--- src/rtl/tev_pkg.sv ---
package tev_pkg;
  localparam int unsigned OFS_CTRL = 32'h00;
  localparam int unsigned OFS_RLD  = 32'h04;
  localparam int unsigned OFS_STS  = 32'h08;
  localparam int unsigned OFS_OUT  = 32'h0C;
  localparam int unsigned OFS_CHP  = 32'h10;
  localparam int unsigned OFS_CHA  = 32'h14;
  localparam int unsigned OFS_CNT  = 32'h18;
  localparam int unsigned OFS_RLA  = 32'h1C;
  localparam int unsigned OFS_EVG  = 32'h78;
  // command bit positions decoded by the capture stage
  localparam int unsigned CMD_UPD1 = 8;
  localparam int unsigned CMD_UPD2 = 9;
  localparam int unsigned CMD_TRIG = 10;
  localparam int unsigned CMD_BRK  = 11;
  // flag layout
  localparam int unsigned CC_SLOTS = 4;
  localparam int unsigned FLG_UPD  = 4;
  localparam int unsigned FLG_TRIG = 5;
  localparam int unsigned FLG_BRK  = 6;
  localparam int unsigned FLG_W    = 7;
endpackage

--- src/rtl/tev_capture.sv ---
module tev_capture #(
  parameter int unsigned NCH = 4
) (
  input  logic           clk,
  input  logic           rst_n,
  input  logic           hit,
  input  logic [NCH-1:0] cc_req,
  input  logic [3:0]     sys_req,
  output logic [NCH-1:0] cc_ev,
  output logic           upd1_ev,
  output logic           upd2_ev,
  output logic           trig_ev,
  output logic           brk_ev
);
  logic [NCH+3:0] ev_q;

  always_ff @(posedge clk) begin
    if (!rst_n)   ev_q <= '0;
    else if (hit) ev_q <= {sys_req, cc_req};
    else          ev_q <= '0;
  end

  assign cc_ev   = ev_q[NCH-1:0];
  assign upd1_ev = ev_q[NCH];
  assign upd2_ev = ev_q[NCH+1];
  assign trig_ev = ev_q[NCH+2];
  assign brk_ev  = ev_q[NCH+3];

  AST_BRK_PULSE_NEXT: assert property (@(posedge clk) disable iff (!rst_n)
    hit && sys_req[3] |=> brk_ev) else $error("break pulse missing");
endmodule

--- src/rtl/tev_counter.sv ---
module tev_counter #(
  parameter int unsigned CNT_W = 16
) (
  input  logic             clk,
  input  logic             rst_n,
  input  logic             tick,
  input  logic             down,
  input  logic             upd1_ev,
  input  logic             rld_wr,
  input  logic [CNT_W-1:0] rld_wdata,
  output logic [CNT_W-1:0] cnt,
  output logic [CNT_W-1:0] rld_pre,
  output logic [CNT_W-1:0] rld_act,
  output logic             upd_set
);
  logic wrap, ovf;

  always_comb begin
    wrap    = down ? (cnt == '0) : (cnt == rld_act);
    ovf     = tick && !upd1_ev && wrap;
    upd_set = upd1_ev || ovf;
  end

  always_ff @(posedge clk) begin
    if (!rst_n) begin
      cnt     <= '0;
      rld_pre <= '0;
      rld_act <= '0;
    end else begin
      if (rld_wr) rld_pre <= rld_wdata;
      if (upd_set) rld_act <= rld_pre;
      if (upd1_ev)   cnt <= down ? rld_pre : '0;
      else if (tick) begin
        if (wrap)      cnt <= down ? rld_pre : '0;
        else if (down) cnt <= cnt - CNT_W'(1);
        else           cnt <= cnt + CNT_W'(1);
      end
    end
  end

  AST_UPD1_UP_ZERO: assert property (@(posedge clk) disable iff (!rst_n)
    upd1_ev && !down |=> cnt == '0) else $error("up restart");
  AST_UPD1_DOWN_LOAD: assert property (@(posedge clk) disable iff (!rst_n)
    upd1_ev && down |=> cnt == $past(rld_pre)) else $error("down restart");
  AST_UPD1_OVER_TICK: assert property (@(posedge clk) disable iff (!rst_n)
    upd1_ev && tick && !down |=> cnt == '0) else $error("tick won");
endmodule

--- src/rtl/tev_chan.sv ---
module tev_chan #(
  parameter int unsigned NCH    = 4,
  parameter int unsigned MODE_W = 2,
  localparam int unsigned PRE_W = NCH * (2 + MODE_W)
) (
  input  logic             clk,
  input  logic             rst_n,
  input  logic             pre_wr,
  input  logic [PRE_W-1:0] pre_wdata,
  input  logic             upd2_ev,
  input  logic             compre,
  output logic [PRE_W-1:0] ch_pre,
  output logic [PRE_W-1:0] ch_act
);
  always_ff @(posedge clk) begin
    if (!rst_n) begin
      ch_pre <= '0;
      ch_act <= '0;
    end else begin
      if (pre_wr) ch_pre <= pre_wdata;
      if (upd2_ev && compre) ch_act <= ch_pre;
    end
  end

  AST_UPD2_GATED: assert property (@(posedge clk) disable iff (!rst_n)
    upd2_ev && !compre |=> $stable(ch_act)) else $error("ungated commit");
endmodule

--- src/rtl/tev_flags.sv ---
module tev_flags #(
  parameter int unsigned NCH = 4
) (
  input  logic                      clk,
  input  logic                      rst_n,
  input  logic [NCH-1:0]            cc_ev,
  input  logic                      upd_set,
  input  logic                      trig_ev,
  input  logic                      brk_ev,
  input  logic                      clr_wr,
  input  logic [tev_pkg::FLG_W-1:0] clr_mask,
  input  logic                      out_wr,
  input  logic                      out_bit,
  output logic [tev_pkg::FLG_W-1:0] flags,
  output logic                      main_oe
);
  import tev_pkg::*;
  logic [FLG_W-1:0] set_vec, clr_vec;
  logic             brk_d;

  always_comb begin
    set_vec = {brk_ev, trig_ev, upd_set, CC_SLOTS'(cc_ev)};
    clr_vec = clr_wr ? clr_mask : '0;
  end

  always_ff @(posedge clk) begin
    if (!rst_n) begin
      flags   <= '0;
      brk_d   <= 1'b0;
      main_oe <= 1'b0;
    end else begin
      flags <= (flags & ~clr_vec) | set_vec;
      brk_d <= brk_ev;
      if (brk_d)       main_oe <= 1'b0;
      else if (out_wr) main_oe <= out_bit;
    end
  end

  AST_BRK_FLAG_SET: assert property (@(posedge clk) disable iff (!rst_n)
    brk_ev |=> flags[FLG_BRK]) else $error("break flag");
  AST_MOE_DROP: assert property (@(posedge clk) disable iff (!rst_n)
    brk_ev |=> ##1 !main_oe) else $error("enable kept");
  AST_MOE_NO_SELF_SET: assert property (@(posedge clk) disable iff (!rst_n)
    !main_oe && !out_wr |=> !main_oe) else $error("enable restored");
  AST_TRIG_FLAG_SET: assert property (@(posedge clk) disable iff (!rst_n)
    trig_ev |=> flags[FLG_TRIG]) else $error("trigger flag");
endmodule

--- src/rtl/tev_top.sv ---
module tev_top #(
  parameter int unsigned ADDR_W = 8,
  parameter int unsigned CNT_W  = 16,
  parameter int unsigned NCH    = 4,
  parameter int unsigned MODE_W = 2,
  localparam int unsigned PRE_W = NCH * (2 + MODE_W),
  localparam int unsigned EV_W  = NCH + 4
) (
  input  logic                      clk,
  input  logic                      rst_n,
  input  logic                      bus_wr,
  input  logic [ADDR_W-1:0]         bus_addr,
  input  logic [31:0]               bus_wdata,
  output logic [31:0]               bus_rdata,
  input  logic                      cnt_tick,
  output logic [EV_W-1:0]           evt_pulse,
  output logic [CNT_W-1:0]          cnt_value,
  output logic                      main_oe,
  output logic [NCH-1:0]            ch_en,
  output logic [NCH-1:0]            ch_nen,
  output logic [NCH*MODE_W-1:0]     ch_mode,
  output logic [tev_pkg::FLG_W-1:0] irq_flags
);
  import tev_pkg::*;

  logic             wr_ctrl, wr_rld, wr_sts, wr_out, wr_chp, wr_evg;
  logic             ctl_down, ctl_compre;
  logic [NCH-1:0]   cc_ev;
  logic             upd1_ev, upd2_ev, trig_ev, brk_ev, upd_set;
  logic [CNT_W-1:0] rld_pre, rld_act;
  logic [PRE_W-1:0] ch_pre, ch_act;
  logic             unused_wdata;

  assign unused_wdata = ^bus_wdata;

  always_comb begin
    wr_ctrl = bus_wr && (bus_addr == ADDR_W'(OFS_CTRL));
    wr_rld  = bus_wr && (bus_addr == ADDR_W'(OFS_RLD));
    wr_sts  = bus_wr && (bus_addr == ADDR_W'(OFS_STS));
    wr_out  = bus_wr && (bus_addr == ADDR_W'(OFS_OUT));
    wr_chp  = bus_wr && (bus_addr == ADDR_W'(OFS_CHP));
    wr_evg  = bus_wr && (bus_addr == ADDR_W'(OFS_EVG));
  end

  always_ff @(posedge clk) begin
    if (!rst_n) begin
      ctl_down   <= 1'b0;
      ctl_compre <= 1'b0;
    end else if (wr_ctrl) begin
      ctl_down   <= bus_wdata[0];
      ctl_compre <= bus_wdata[1];
    end
  end

  tev_capture #(.NCH(NCH)) u_cap (
    .clk(clk), .rst_n(rst_n), .hit(wr_evg),
    .cc_req(bus_wdata[NCH-1:0]),
    .sys_req({bus_wdata[CMD_BRK], bus_wdata[CMD_TRIG], bus_wdata[CMD_UPD2], bus_wdata[CMD_UPD1]}),
    .cc_ev(cc_ev), .upd1_ev(upd1_ev), .upd2_ev(upd2_ev), .trig_ev(trig_ev), .brk_ev(brk_ev)
  );

  tev_counter #(.CNT_W(CNT_W)) u_cnt (
    .clk(clk), .rst_n(rst_n), .tick(cnt_tick), .down(ctl_down), .upd1_ev(upd1_ev),
    .rld_wr(wr_rld), .rld_wdata(bus_wdata[CNT_W-1:0]),
    .cnt(cnt_value), .rld_pre(rld_pre), .rld_act(rld_act), .upd_set(upd_set)
  );

  tev_chan #(.NCH(NCH), .MODE_W(MODE_W)) u_chan (
    .clk(clk), .rst_n(rst_n), .pre_wr(wr_chp), .pre_wdata(bus_wdata[PRE_W-1:0]),
    .upd2_ev(upd2_ev), .compre(ctl_compre), .ch_pre(ch_pre), .ch_act(ch_act)
  );

  tev_flags #(.NCH(NCH)) u_flags (
    .clk(clk), .rst_n(rst_n), .cc_ev(cc_ev), .upd_set(upd_set), .trig_ev(trig_ev),
    .brk_ev(brk_ev), .clr_wr(wr_sts), .clr_mask(bus_wdata[FLG_W-1:0]),
    .out_wr(wr_out), .out_bit(bus_wdata[0]), .flags(irq_flags), .main_oe(main_oe)
  );

  assign evt_pulse = {brk_ev, trig_ev, upd2_ev, upd1_ev, cc_ev};
  assign ch_en     = ch_act[NCH-1:0];
  assign ch_nen    = ch_act[2*NCH-1:NCH];
  assign ch_mode   = ch_act[PRE_W-1:2*NCH];

  always_comb begin
    bus_rdata = '0;
    if      (bus_addr == ADDR_W'(OFS_CTRL)) bus_rdata = {30'b0, ctl_compre, ctl_down};
    else if (bus_addr == ADDR_W'(OFS_RLD))  bus_rdata = 32'(rld_pre);
    else if (bus_addr == ADDR_W'(OFS_STS))  bus_rdata = 32'(irq_flags);
    else if (bus_addr == ADDR_W'(OFS_OUT))  bus_rdata = 32'(main_oe);
    else if (bus_addr == ADDR_W'(OFS_CHP))  bus_rdata = 32'(ch_pre);
    else if (bus_addr == ADDR_W'(OFS_CHA))  bus_rdata = 32'(ch_act);
    else if (bus_addr == ADDR_W'(OFS_CNT))  bus_rdata = 32'(cnt_value);
    else if (bus_addr == ADDR_W'(OFS_RLA))  bus_rdata = 32'(rld_act);
  end
endmodule

--- config.mk ---
export PLATFORM = sky130hd
export DESIGN_NAME = tev_top
export DESIGN_NICKNAME = d
export VERILOG_FILES = /design/src/rtl/tev_pkg.sv /design/src/rtl/tev_capture.sv /design/src/rtl/tev_counter.sv /design/src/rtl/tev_chan.sv /design/src/rtl/tev_flags.sv /design/src/rtl/tev_top.sv
export SDC_FILE = /design/constraint.sdc
export NUM_CORES = 1
export LEC_CHECK = 0
export BUFFER_PORTS_ARGS = -buffer_cell sky130_fd_sc_hd__clkbuf_2
export CELL_PAD_IN_SITES_DETAIL_PLACEMENT = 0
export CELL_PAD_IN_SITES_GLOBAL_PLACEMENT = 1
export CORE_UTILIZATION = 41
export CTS_CLUSTER_DIAMETER = 60
export DETAILED_ROUTE_END_ITERATION = 8
export PLACE_DENSITY_LB_ADDON = 0.15
export SLEW_MARGIN = 40
export SYNTH_ARGS = -nofsm -noshare
export SYNTH_HDL_FRONTEND = slang
export SYNTH_HIERARCHICAL = 1
export SYNTH_SLANG_ARGS = --single-unit
--- constraint.sdc ---
create_clock -name clk -period 2.8 [get_ports clk]
set_input_delay 0.14 -clock clk [delete_from_list [all_inputs] [get_ports clk]]
set_output_delay 0.14 -clock clk [all_outputs]
set_load 0.05 [all_outputs]
-- Word-level counts from Yosys, hierarchy flattened
Cells that the tools add are included.
Widths: inputs -> output; s select.
- register bits: 99
- input port bits: 44
- logic and storage cells: 57
- equal/unequal tests: 9
- reduce and logical (&&, ||, !) cells: 16
- bitwise operators: 4
- muxes and demuxes: 15
- $add $sub $neg: 2
- operators with widths (operator ; count):
    $mux 16 ; 13
    $eq 8x5->1 const B ; 4
    $add 16x1->16 const B ; 1
    $eq 16x16->1 ; 1
    $eq 8x4->1 const B ; 2
    $logic_not 16->1 ; 1
    $sub 16x1->16 const B ; 1
    $logic_and 1x1->1 ; 9
    $eq 8x3->1 const B ; 1
    $eq 8x7->1 const B ; 1
    $logic_not 8->1 ; 1
    $and 7x7->7 ; 1
    $mux 7 ; 1
    $not 7->7 ; 1
    $or 7x7->7 ; 1
    $reduce_and 2->1 ; 1
    $reduce_bool 2->1 ; 1
    $reduce_or 2->1 ; 1
    $logic_not 1->1 ; 1
    $logic_or 1x1->1 ; 1
    $mux 1 ; 1
    $not 1->1 ; 1

-- Longest topological paths before layout
Gate-level depths: netlist (run 1).
- word-level depth: 9
- depth in mapped cells: 9
- mapped depth without buffers: 7

-- By module
The synthesis (run 1) kept the hierarchy.
- by module, submodules not included (module ; cells each ; area an instance (um^2) ; times used ; seq. area each (um^2)):
    tev_counter ; 324 ; 2842.7 ; 1 ; 960.9
    tev_chan ; 125 ; 1290.0 ; 1 ; 640.6
    tev_top ; 141 ; 1086.0 ; 1 ; 40.0
    tev_flags ; 33 ; 310.3 ; 1 ; 180.2
    tev_capture ; 16 ; 210.2 ; 1 ; 160.2

-- Worst setup path after synthesis (run 1)
No wires, ideal clock.
- path kind: flip-flop to output port
- from: reg u_cnt.cnt[4]
- to: out bus_rdata[4]
- data arrival time: 2.478 ns
- path buffers: 0
- setup slack: 0.182 ns
- cell stages (with the launch flop): 4
- cells stage by stage: dfxtp_1 -> nand3b_1 -> o21ai_0 -> nor4_1
- word-level cells in the longest chain between the ends: 7
- RTL lines (item ; line ; RTL):
    start, declared ; tev_counter.sv:11 ; output logic [CNT_W-1:0] cnt,
    start signal, assigned ; tev_counter.sv:32 ; if (upd1_ev) cnt <= down ? rld_pre : '0;
    start signal, assigned ; tev_counter.sv:34 ; if (wrap) cnt <= down ? rld_pre : '0;
    start signal, assigned ; tev_counter.sv:35 ; else if (down) cnt <= cnt - CNT_W'(1);
    $mux 16 ; tev_top.sv:92 ; else if (bus_addr == ADDR_W'(OFS_CNT)) bus_rdata = 32'(cnt_value);
    $mux 16 ; tev_top.sv:91 ; else if (bus_addr == ADDR_W'(OFS_CHA)) bus_rdata = 32'(ch_act);
    $mux 16 ; tev_top.sv:90 ; else if (bus_addr == ADDR_W'(OFS_CHP)) bus_rdata = 32'(ch_pre);
    $mux 16 ; tev_top.sv:89 ; else if (bus_addr == ADDR_W'(OFS_OUT)) bus_rdata = 32'(main_oe);
    $mux 16 ; tev_top.sv:88 ; else if (bus_addr == ADDR_W'(OFS_STS)) bus_rdata = 32'(irq_flags);
    $mux 16 ; tev_top.sv:87 ; else if (bus_addr == ADDR_W'(OFS_RLD)) bus_rdata = 32'(rld_pre);
    $mux 16 ; tev_top.sv:86 ; if (bus_addr == ADDR_W'(OFS_CTRL)) bus_rdata = {30'b0, ctl_compre, ctl_down};
    end, declared ; tev_top.sv:14 ; output logic [31:0] bus_rdata,
No other way between the ends.

-- Worst setup path after layout (run 1)
- from: reg ctl_down
- to: reg u_cnt.cnt[12]
- word-level cells in the longest chain between the ends: 4
- RTL lines (item ; line ; RTL):
    start, declared ; tev_top.sv:27 ; logic ctl_down, ctl_compre;
    start signal, assigned ; tev_top.sv:50 ; ctl_down <= bus_wdata[0];
    $mux 16 (tied with other cells) ; tev_counter.sv:35 ;
    $mux 16 ; tev_counter.sv:34 ;
    $mux 16 ; tev_counter.sv:33 ; else if (tick) begin
    $mux 16 * ; tev_counter.sv:32 ;
Every way passes the cells marked *; elsewhere a longest branch is shown, timed or not. The select of a mux whose other input is x is not followed.
A chain may end at the register's enable or synchronous reset.

==> results of run 1 <==
==> metal layers <==
metal / share of wire / up-vias
met2: 0.46 / 181
met4: 0.019 / 0
met1: 0.46 / 2417
met3: 0.058 / 26
met5: 0 / -
li1: - / 2476
==> stage by stage <==
| step | instances | cell area (µm²) | utilization | total power [mW] |
|---|---|---|---|---|
| after floorplan | 654 | 5796 | - | 1.801 |
| after global placement | 884 | 6245 | 0.4642 | 1.896 |
| after detailed placement | 884 | 6245 | 0.4642 | 1.900 |
| after CTS | 900 | 6535 | 0.4858 | 3.111 |
| after global routing | 900 | 6536 | 0.4859 | 3.206 |
| final | 900 | 6536 | 0.4859 | 3.098 |
==> sequential cells by signal (all words and copies together) (netlist names), 7 cells and up <==
| name | count |
|---|---|
| u_cap/ev_q | 8 |
| u_cnt/rld_act | 16 |
| u_flags/flags | 7 |
| u_cnt/cnt | 16 |
| u_chan/ch_act | 16 |
| u_cnt/rld_pre | 16 |
| u_chan/ch_pre | 16 |
==> worst max-delay path, cell delays in order, from the launching register on <==
cell and delay (ns):
sky130_fd_sc_hd__dfxtp_2 0.56, sky130_fd_sc_hd__ha_1 0.38, sky130_fd_sc_hd__a21o_1 0.25, sky130_fd_sc_hd__a2111oi_0 0.41, sky130_fd_sc_hd__o21ai_0 0.19, sky130_fd_sc_hd__o211ai_1 0.18
sky130_fd_sc_hd__xor2_1 0.21, sky130_fd_sc_hd__o21ai_0 0.11
==> layout make-up <==
type / count / area share
clock buffers: 11 / 0.03867
clock inverters: 5 / 0.005743
inverters: 10 / 0.005743
multi-input cells: 487 / 0.5147
flip-flops and latches: 99 / 0.3034
well taps: 176 / 0.03369
repair buffers: 112 / 0.09801
==> what timing repair did <==
item,CTS,global route
hold buffers,0,0
setup endpoints to repair,0,9
resized for setup,0,1
==> power by group <==
| group | switching [mW] | total, mW | internal, mW |
|---|---|---|---|
| clock network | 0.573 | 1.23 | 0.653 |
| logic | 0.286 | 0.408 | 0.122 |
| registers | 0.0393 | 1.46 | 1.42 |
==> cells by family after synthesis <==
group,count (synthesis),share of synthesized area
simple gates,205,0.1884
xor+xnor,27,0.04120
flops,99,0.3453
compound gates,152,0.1766
fa+ha+maj,15,0.03401
buf+inv,68,0.07870
other cells,1,0.0006534
mux,72,0.1352
==> layout by cell type (no fill, tap or decap), drive strengths merged, types with 17 or more instances in the layout <==
cell and n:
buf 22, nor2 46, o21ai 55, dfxtp 99
mux2i 55, a22oi 18, xnor2 18, nand4 21
clkbuf 101, nor2b 19, nand2 60, a21oi 17
==> worst min-delay path by stage <==
stage	end	slack [ns]	depth (start not counted)
5_1_grt	u_flags/flags[6]	0.02	2
2_1_floorplan	u_flags/flags[0]	0.25	1
3_3_place_gp	u_flags/flags[5]	0.37	2
6_report	u_flags/flags[5]	0.003	2
3_5_place_dp	u_flags/flags[5]	0.38	2
4_1_cts	u_flags/flags[5]	0.0007	2
==> implementation parameters, run 1 <==
Parameter                              Value

Clock tree
  Clock slew seen by the registers of the worst setup and hold paths    0.07 ns
  Clock root buffer    sky130_fd_sc_hd__clkbuf_16
  Clock sinks    slightly below 100
  Clock latency reported for the late side of the worst-skew pair    between 0.3 and 0.4 ns
  Htree depth    3
  Number of buffers added for setup after CTS    0
  Buffer levels on the longest clock path    2
  CTS tree    yes
  Number of buffers inserted during clock tree synthesis    9

Route
  Post-DRT Antenna Nets    0
  Number of vias in the routed layout    5100
  Drc violations    0
  Iteration-0 DRC Markers    about 400
  Via density per instance    around 5.7
  Average wire per standard cell    roughly 19 µm
  First-pass iteration count of the detailed router    5
  Post-Route WL    roughly 17000 µm

Synth
  Synth Warn #    6
  Largest cells by area after synthesis    sky130_fd_sc_hd__dfxtp_1 (35%), sky130_fd_sc_hd__mux2i_1 (9.6%), sky130_fd_sc_hd__nand2_1 (3.9%)
  Dominant synthesized flop cell    sky130_fd_sc_hd__dfxtp_1
  Post-synth EDFFs    0
  Number of different library cells in the post-synthesis netlist    67
  Most frequent cells after synthesis    sky130_fd_sc_hd__dfxtp_1 (99), sky130_fd_sc_hd__nand2_1 (60), sky130_fd_sc_hd__mux2i_1 (55)
  Synth Instances    between 600 and 700
  Async set-or-reset flop fraction in the synthesized netlist    0
  Syn Std Cell Area    between 0.005 and 0.006 mm²
  Cell type with the highest aggregate area in the netlist    sky130_fd_sc_hd__dfxtp_1
  Average cell area after synthesis    about 9 µm²
  Sequential area share after synthesis    0.3453
  Count leader, synth    sky130_fd_sc_hd__dfxtp_1
  Synthesis-stage register bit count    99
  Top cell type's share of synthesized area    0.3453

Die
  Width of the die    roughly 120 µm
  Height of the die    roughly 120 µm
  Top-level port count    approximately 120
  Effective utilization at floorplan    0.4266
  Total die area    0.01448 mm²
  Area of the placeable core    around 0.013 mm²
  Row Count    between 40 and 50

Finish
  Fillers    between 1k and 1.5k
  Count of inserted antenna diode cells    0
  Fraction of final layout cells with drive strength greater than 1    0.2348
  Area occupied by multi-input gates    roughly 0.0034 mm²
  Sequential cell area    0.001983 mm²
  Synthesis-to-finish area growth    13.89%
  Post-layout nets    approximately 780

Setup path
  Cell depth of the worst flop-to-flop path    7
  Capture point of the critical path    u_cnt/cnt[12]
  Required time reported for the critical path endpoint    around 3.0 ns
  Type of element launching the critical path    flip-flop
  FF-to-FF Start    ctl_down
  Largest fanout of any net on the critical path    14
  Crit end category    flip-flop
  Arrival time at the worst endpoint    2.67 ns
  Worst setup path class    reg2reg
  R2r endpoint    u_cnt/cnt[12]
  Setup crit start    ctl_down
  Worst setup slack for register-to-register paths    ~0.37 ns

STA
  Share of the clock period used by the worst path after layout    0.8676
  Worst Slack Setup Final    0.3707 ns
  RSZ-0062 raised after global routing    no
  Final Max Tran Viols    0
  Relative slew slack    0.4940
  Post-layout min period    around 2.4 ns
  Highest clock frequency the design can meet    between 0.4 and 0.5 GHz
  Final setup violation count    0
  Setup total negative slack    0 ns
  Worst-Margin Slew    approximately 0.76 ns
  Largest clock skew in the final design    between 0.006 and 0.007 ns
  Number of failing hold endpoints at the final stage    0
  Worst hold slack    roughly 0.0031 ns

Pwr
  Reported leakage power    roughly 2.6 nW
  Total power per unit cell area    between 400 and 500 mW/mm²
  Maximum ir drop on the vdd rail    roughly 0.38 mV

Placed design
  DP Wirelength    ~13000 µm
  Worst slack after detailed placement    0.1924 ns
  GP Congestion    ~0.9
  Count of port buffers added during placement    91

Run
  Reported max-cap violation count    0

Global route
  Fraction of met2 tracks used by global routing    0.3980
  Via count of the first global-routing pass    approximately 5k
  Global-route met3 utilization    0.05236
  Global-route met1 utilization    0.3257
  Pin count of the biggest net entering global routing    63
  Combined global-route utilization of all metal layers    0.2453
  Grt total ovfl    0
  Gr busiest metal    met2
  Antenna violations before repair    0
  First-pass GRT wire length    27240 µm

Worst hold path
  Path category of the worst min-delay check    in2reg
  Worst hold path startpoint    bus_wdata[5]

Run status
  Result of the run    finished, final reports clean
(Power assumes the default switching activity.)
==> run 2: changes to the inputs <==
--- a/config.mk
+++ b/config.mk
@@ -8,7 +8,8 @@
 export BUFFER_PORTS_ARGS = -buffer_cell sky130_fd_sc_hd__clkbuf_2
 export CELL_PAD_IN_SITES_DETAIL_PLACEMENT = 0
 export CELL_PAD_IN_SITES_GLOBAL_PLACEMENT = 1
-export CORE_UTILIZATION = 41
+export CORE_UTILIZATION = 43
+export CTS_BUF_LIST = sky130_fd_sc_hd__clkbuf_8
 export CTS_CLUSTER_DIAMETER = 60
 export DETAILED_ROUTE_END_ITERATION = 8
 export PLACE_DENSITY_LB_ADDON = 0.15
==> implementation parameters, run 2 (synthesis results as in run 1) <==
Parameter                              Value

STA
  Largest clock skew in the final design    0.01015 ns (was 0.006174 ns)
  Setup total negative slack    0 ns (unchanged)
  Highest clock frequency the design can meet    0.3866 GHz (was 0.4116 GHz)
  Post-layout min period    2.586 ns (was 2.429 ns)
  RSZ-0062 raised after global routing    no (unchanged)
  Final Max Tran Viols    0 (unchanged)
  Worst-Margin Slew    0.6684 ns (was 0.7580 ns)
  Final setup violation count    0 (unchanged)
  Number of failing hold endpoints at the final stage    0 (unchanged)
  Share of the clock period used by the worst path after layout    0.9237 (was 0.8676)
  Relative slew slack    0.5528 (was 0.4940)

Die
  Height of the die    117.5 µm (was 120.3 µm)
  Total die area    0.01381 mm² (was 0.01448 mm²)
  Width of the die    117.5 µm (was 120.3 µm)
  Effective utilization at floorplan    0.4475 (was 0.4266)
  Row Count    41 (was 42)
  Area of the placeable core    0.01282 mm² (was 0.01345 mm²)
  Top-level port count    124 (unchanged)

Clock tree
  Clock latency reported for the late side of the worst-skew pair    0.38 ns (was 0.36 ns)
  Buffer levels on the longest clock path    2 (unchanged)
  Clock sinks    99 (unchanged)
  Clock root buffer    sky130_fd_sc_hd__clkbuf_8 (was sky130_fd_sc_hd__clkbuf_16)
  CTS tree    yes (unchanged)
  Clock slew seen by the registers of the worst setup and hold paths    0.10 ns (was 0.07 ns)
  Number of buffers inserted during clock tree synthesis    9 (unchanged)
  Htree depth    3 (unchanged)

Setup path
  Slowest stage cell, crit path    sky130_fd_sc_hd__fa_1 (was sky130_fd_sc_hd__dfxtp_2)
  Worst setup path class    reg2reg (unchanged)
  Cell-by-cell trace of the critical path    buf_4 -> fa_1 -> a21o_1 -> a31oi_1 -> o31ai_1 -> xor2_1 -> a221oi_1 -> nor2_1 (was ha_1 -> a21o_1 -> a2111oi_0 -> o21ai_0 -> o211ai_1 -> xor2_1 -> o21ai_0)
  Max stage delay on crit path    0.46 ns (was 0.56 ns)
  Crit end category    flip-flop (unchanged)
  Type of element launching the critical path    flip-flop (unchanged)
  Largest fanout of any net on the critical path    9 (was 14)
  Required time reported for the critical path endpoint    3.07 ns (was 3.04 ns)
  Arrival time at the worst endpoint    2.85 ns (was 2.67 ns)

Placed design
  DP Wirelength    12660 µm (was 12750 µm)
  Placed insts    879 (was 884)
  GP Congestion    0.8899 (was 0.9053)
  Count of port buffers added during placement    91 (unchanged)

Finish
  Leading cell type in the layout, fill and taps excluded    sky130_fd_sc_hd__dfxtp_1 (unchanged)
  Commonest cells after routing, fill and taps aside    sky130_fd_sc_hd__dfxtp_1 (99), sky130_fd_sc_hd__clkbuf_2 (90), sky130_fd_sc_hd__nand2_1 (60) (was sky130_fd_sc_hd__dfxtp_1 (98), sky130_fd_sc_hd__clkbuf_2 (90), sky130_fd_sc_hd__nand2_1 (60))
  Post-layout nets    782 (was 778)
  Count of inserted antenna diode cells    0 (unchanged)
  Share of the core filled with cells    0.5025 (was 0.4859)
  Synthesis-to-finish area growth    12.30% (was 13.89%)
  Fraction of final layout cells with drive strength greater than 1    0.2280 (was 0.2348)
  Post-layout instance count excluding filler cells    900 (unchanged)
  Fillers    1282 (was 1329)

Pwr
  Total power per unit cell area    432.9 mW/mm² (was 474.0 mW/mm²)
  Reported leakage power    2.573 nW (was 2.597 nW)
  Overall power of the completed layout    2.790 mW (was 3.098 mW)
  Maximum ir drop on the vdd rail    0.2650 mV (was 0.3849 mV)

Worst hold path
  Path category of the worst min-delay check    in2reg (unchanged)

Global route
  Global-route met1 utilization    0.3340 (was 0.3257)
  Grt total ovfl    0 (unchanged)
  Fraction of met2 tracks used by global routing    0.4161 (was 0.3980)
  First-pass GRT wire length    27370 µm (was 27240 µm)
  Via count of the first global-routing pass    4899 (was 4908)
  Combined global-route utilization of all metal layers    0.2528 (was 0.2453)
  Global-route met3 utilization    0.04360 (was 0.05236)
  Pin count of the biggest net entering global routing    61 (was 63)
  Gr busiest metal    met2 (unchanged)
  Antenna violations before repair    0 (unchanged)

Run
  Reported max-cap violation count    0 (unchanged)

Route
  First-pass iteration count of the detailed router    5 (unchanged)
  Iteration-0 DRC Markers    455 (was 406)
  Via density per instance    5.753 (was 5.667)
  Average wire per standard cell    19.42 µm (was 19.14 µm)
  Post-Route WL    17480 µm (was 17230 µm)
  Drc violations    0 (unchanged)
  Number of vias in the routed layout    5178 (was 5100)
  Post-DRT Antenna Nets    0 (unchanged)

Run status
  Result of the run    finished, final reports clean (unchanged)
-- run 2: per-layer routing --
metal | vias up | wire length, µm | part of all wire
met5 | - | 0 | 0
met4 | 0 | 352 | 0.020
met3 | 24 | 874 | 0.050
met2 | 165 | 8418 | 0.48
met1 | 2520 | 7834 | 0.45
li1 | 2469 | - | -
-- run 2: path summary, 6_finish.rpt --
path / start / endpoint / slack [ns] / depth (start not counted)
setup reg to reg: ctl_down / u_cnt/cnt[10] / 0.21 / 8
hold / removal: bus_wdata[7] / u_cnt/rld_pre[7] / 0.02 / 3
setup / recovery: ctl_down / u_cnt/cnt[10] / 0.21 / 8
hold reg to reg: u_flags/brk_d / u_flags/main_oe / 0.46 / 1
-- run 2: worst max-delay path, delay by kind of cell, from the launching register on --
kind	cells	cell delay, ns
fa+ha+maj	1	0.46
buf+inv	1	0.23
xor+xnor	1	0.19
flops	1	0.42
compound gates	4	1.09
simple gates	1	0.09
-- run 2: layout make-up --
cell class / instances / area (µm²) / area share
Clock buffer: 9 / 123.9 / 0.01922
Clock inverter: 7 / 62.56 / 0.009707
Inverter: 10 / 37.54 / 0.005824
Multi-Input combinational cell: 487 / 3366 / 0.5222
Sequential cell: 99 / 1982 / 0.3075
Tap cell: 172 / 215.2 / 0.03339
Timing Repair Buffer: 116 / 658.1 / 0.1021
-- run 2: through the flow --
| stage | worst slack (ns) | hold slack, ns | instance area (µm²) |
|---|---|---|---|
| 2_1_floorplan | 0.1817 | 0.2473 | 5796 |
| 5_1_grt | 0.03933 | 0.03479 | 6445 |
| 3_5_place_dp | 0.2617 | 0.3771 | 6207 |
| 6_report | 0.2136 | 0.01932 | 6445 |
| 3_3_place_gp | 0.3189 | 0.3721 | 6207 |
| 4_1_cts | 0.2254 | 0.009900 | 6444 |
-- run 2: timing repair --
action                                 in CTS  in global routing
hold buffers                                5                  0
resized for setup                           0                  1
endpoints found under the hold margin       5                  0
setup endpoints to repair                   0                  2
buffers inserted                            0                  0
-- run 2: power breakdown --
group	total [mW]	internal, mW	switching (mW)
sequential	1.47	1.42	0.0414
combinational	0.412	0.124	0.288
clock	0.912	0.404	0.508
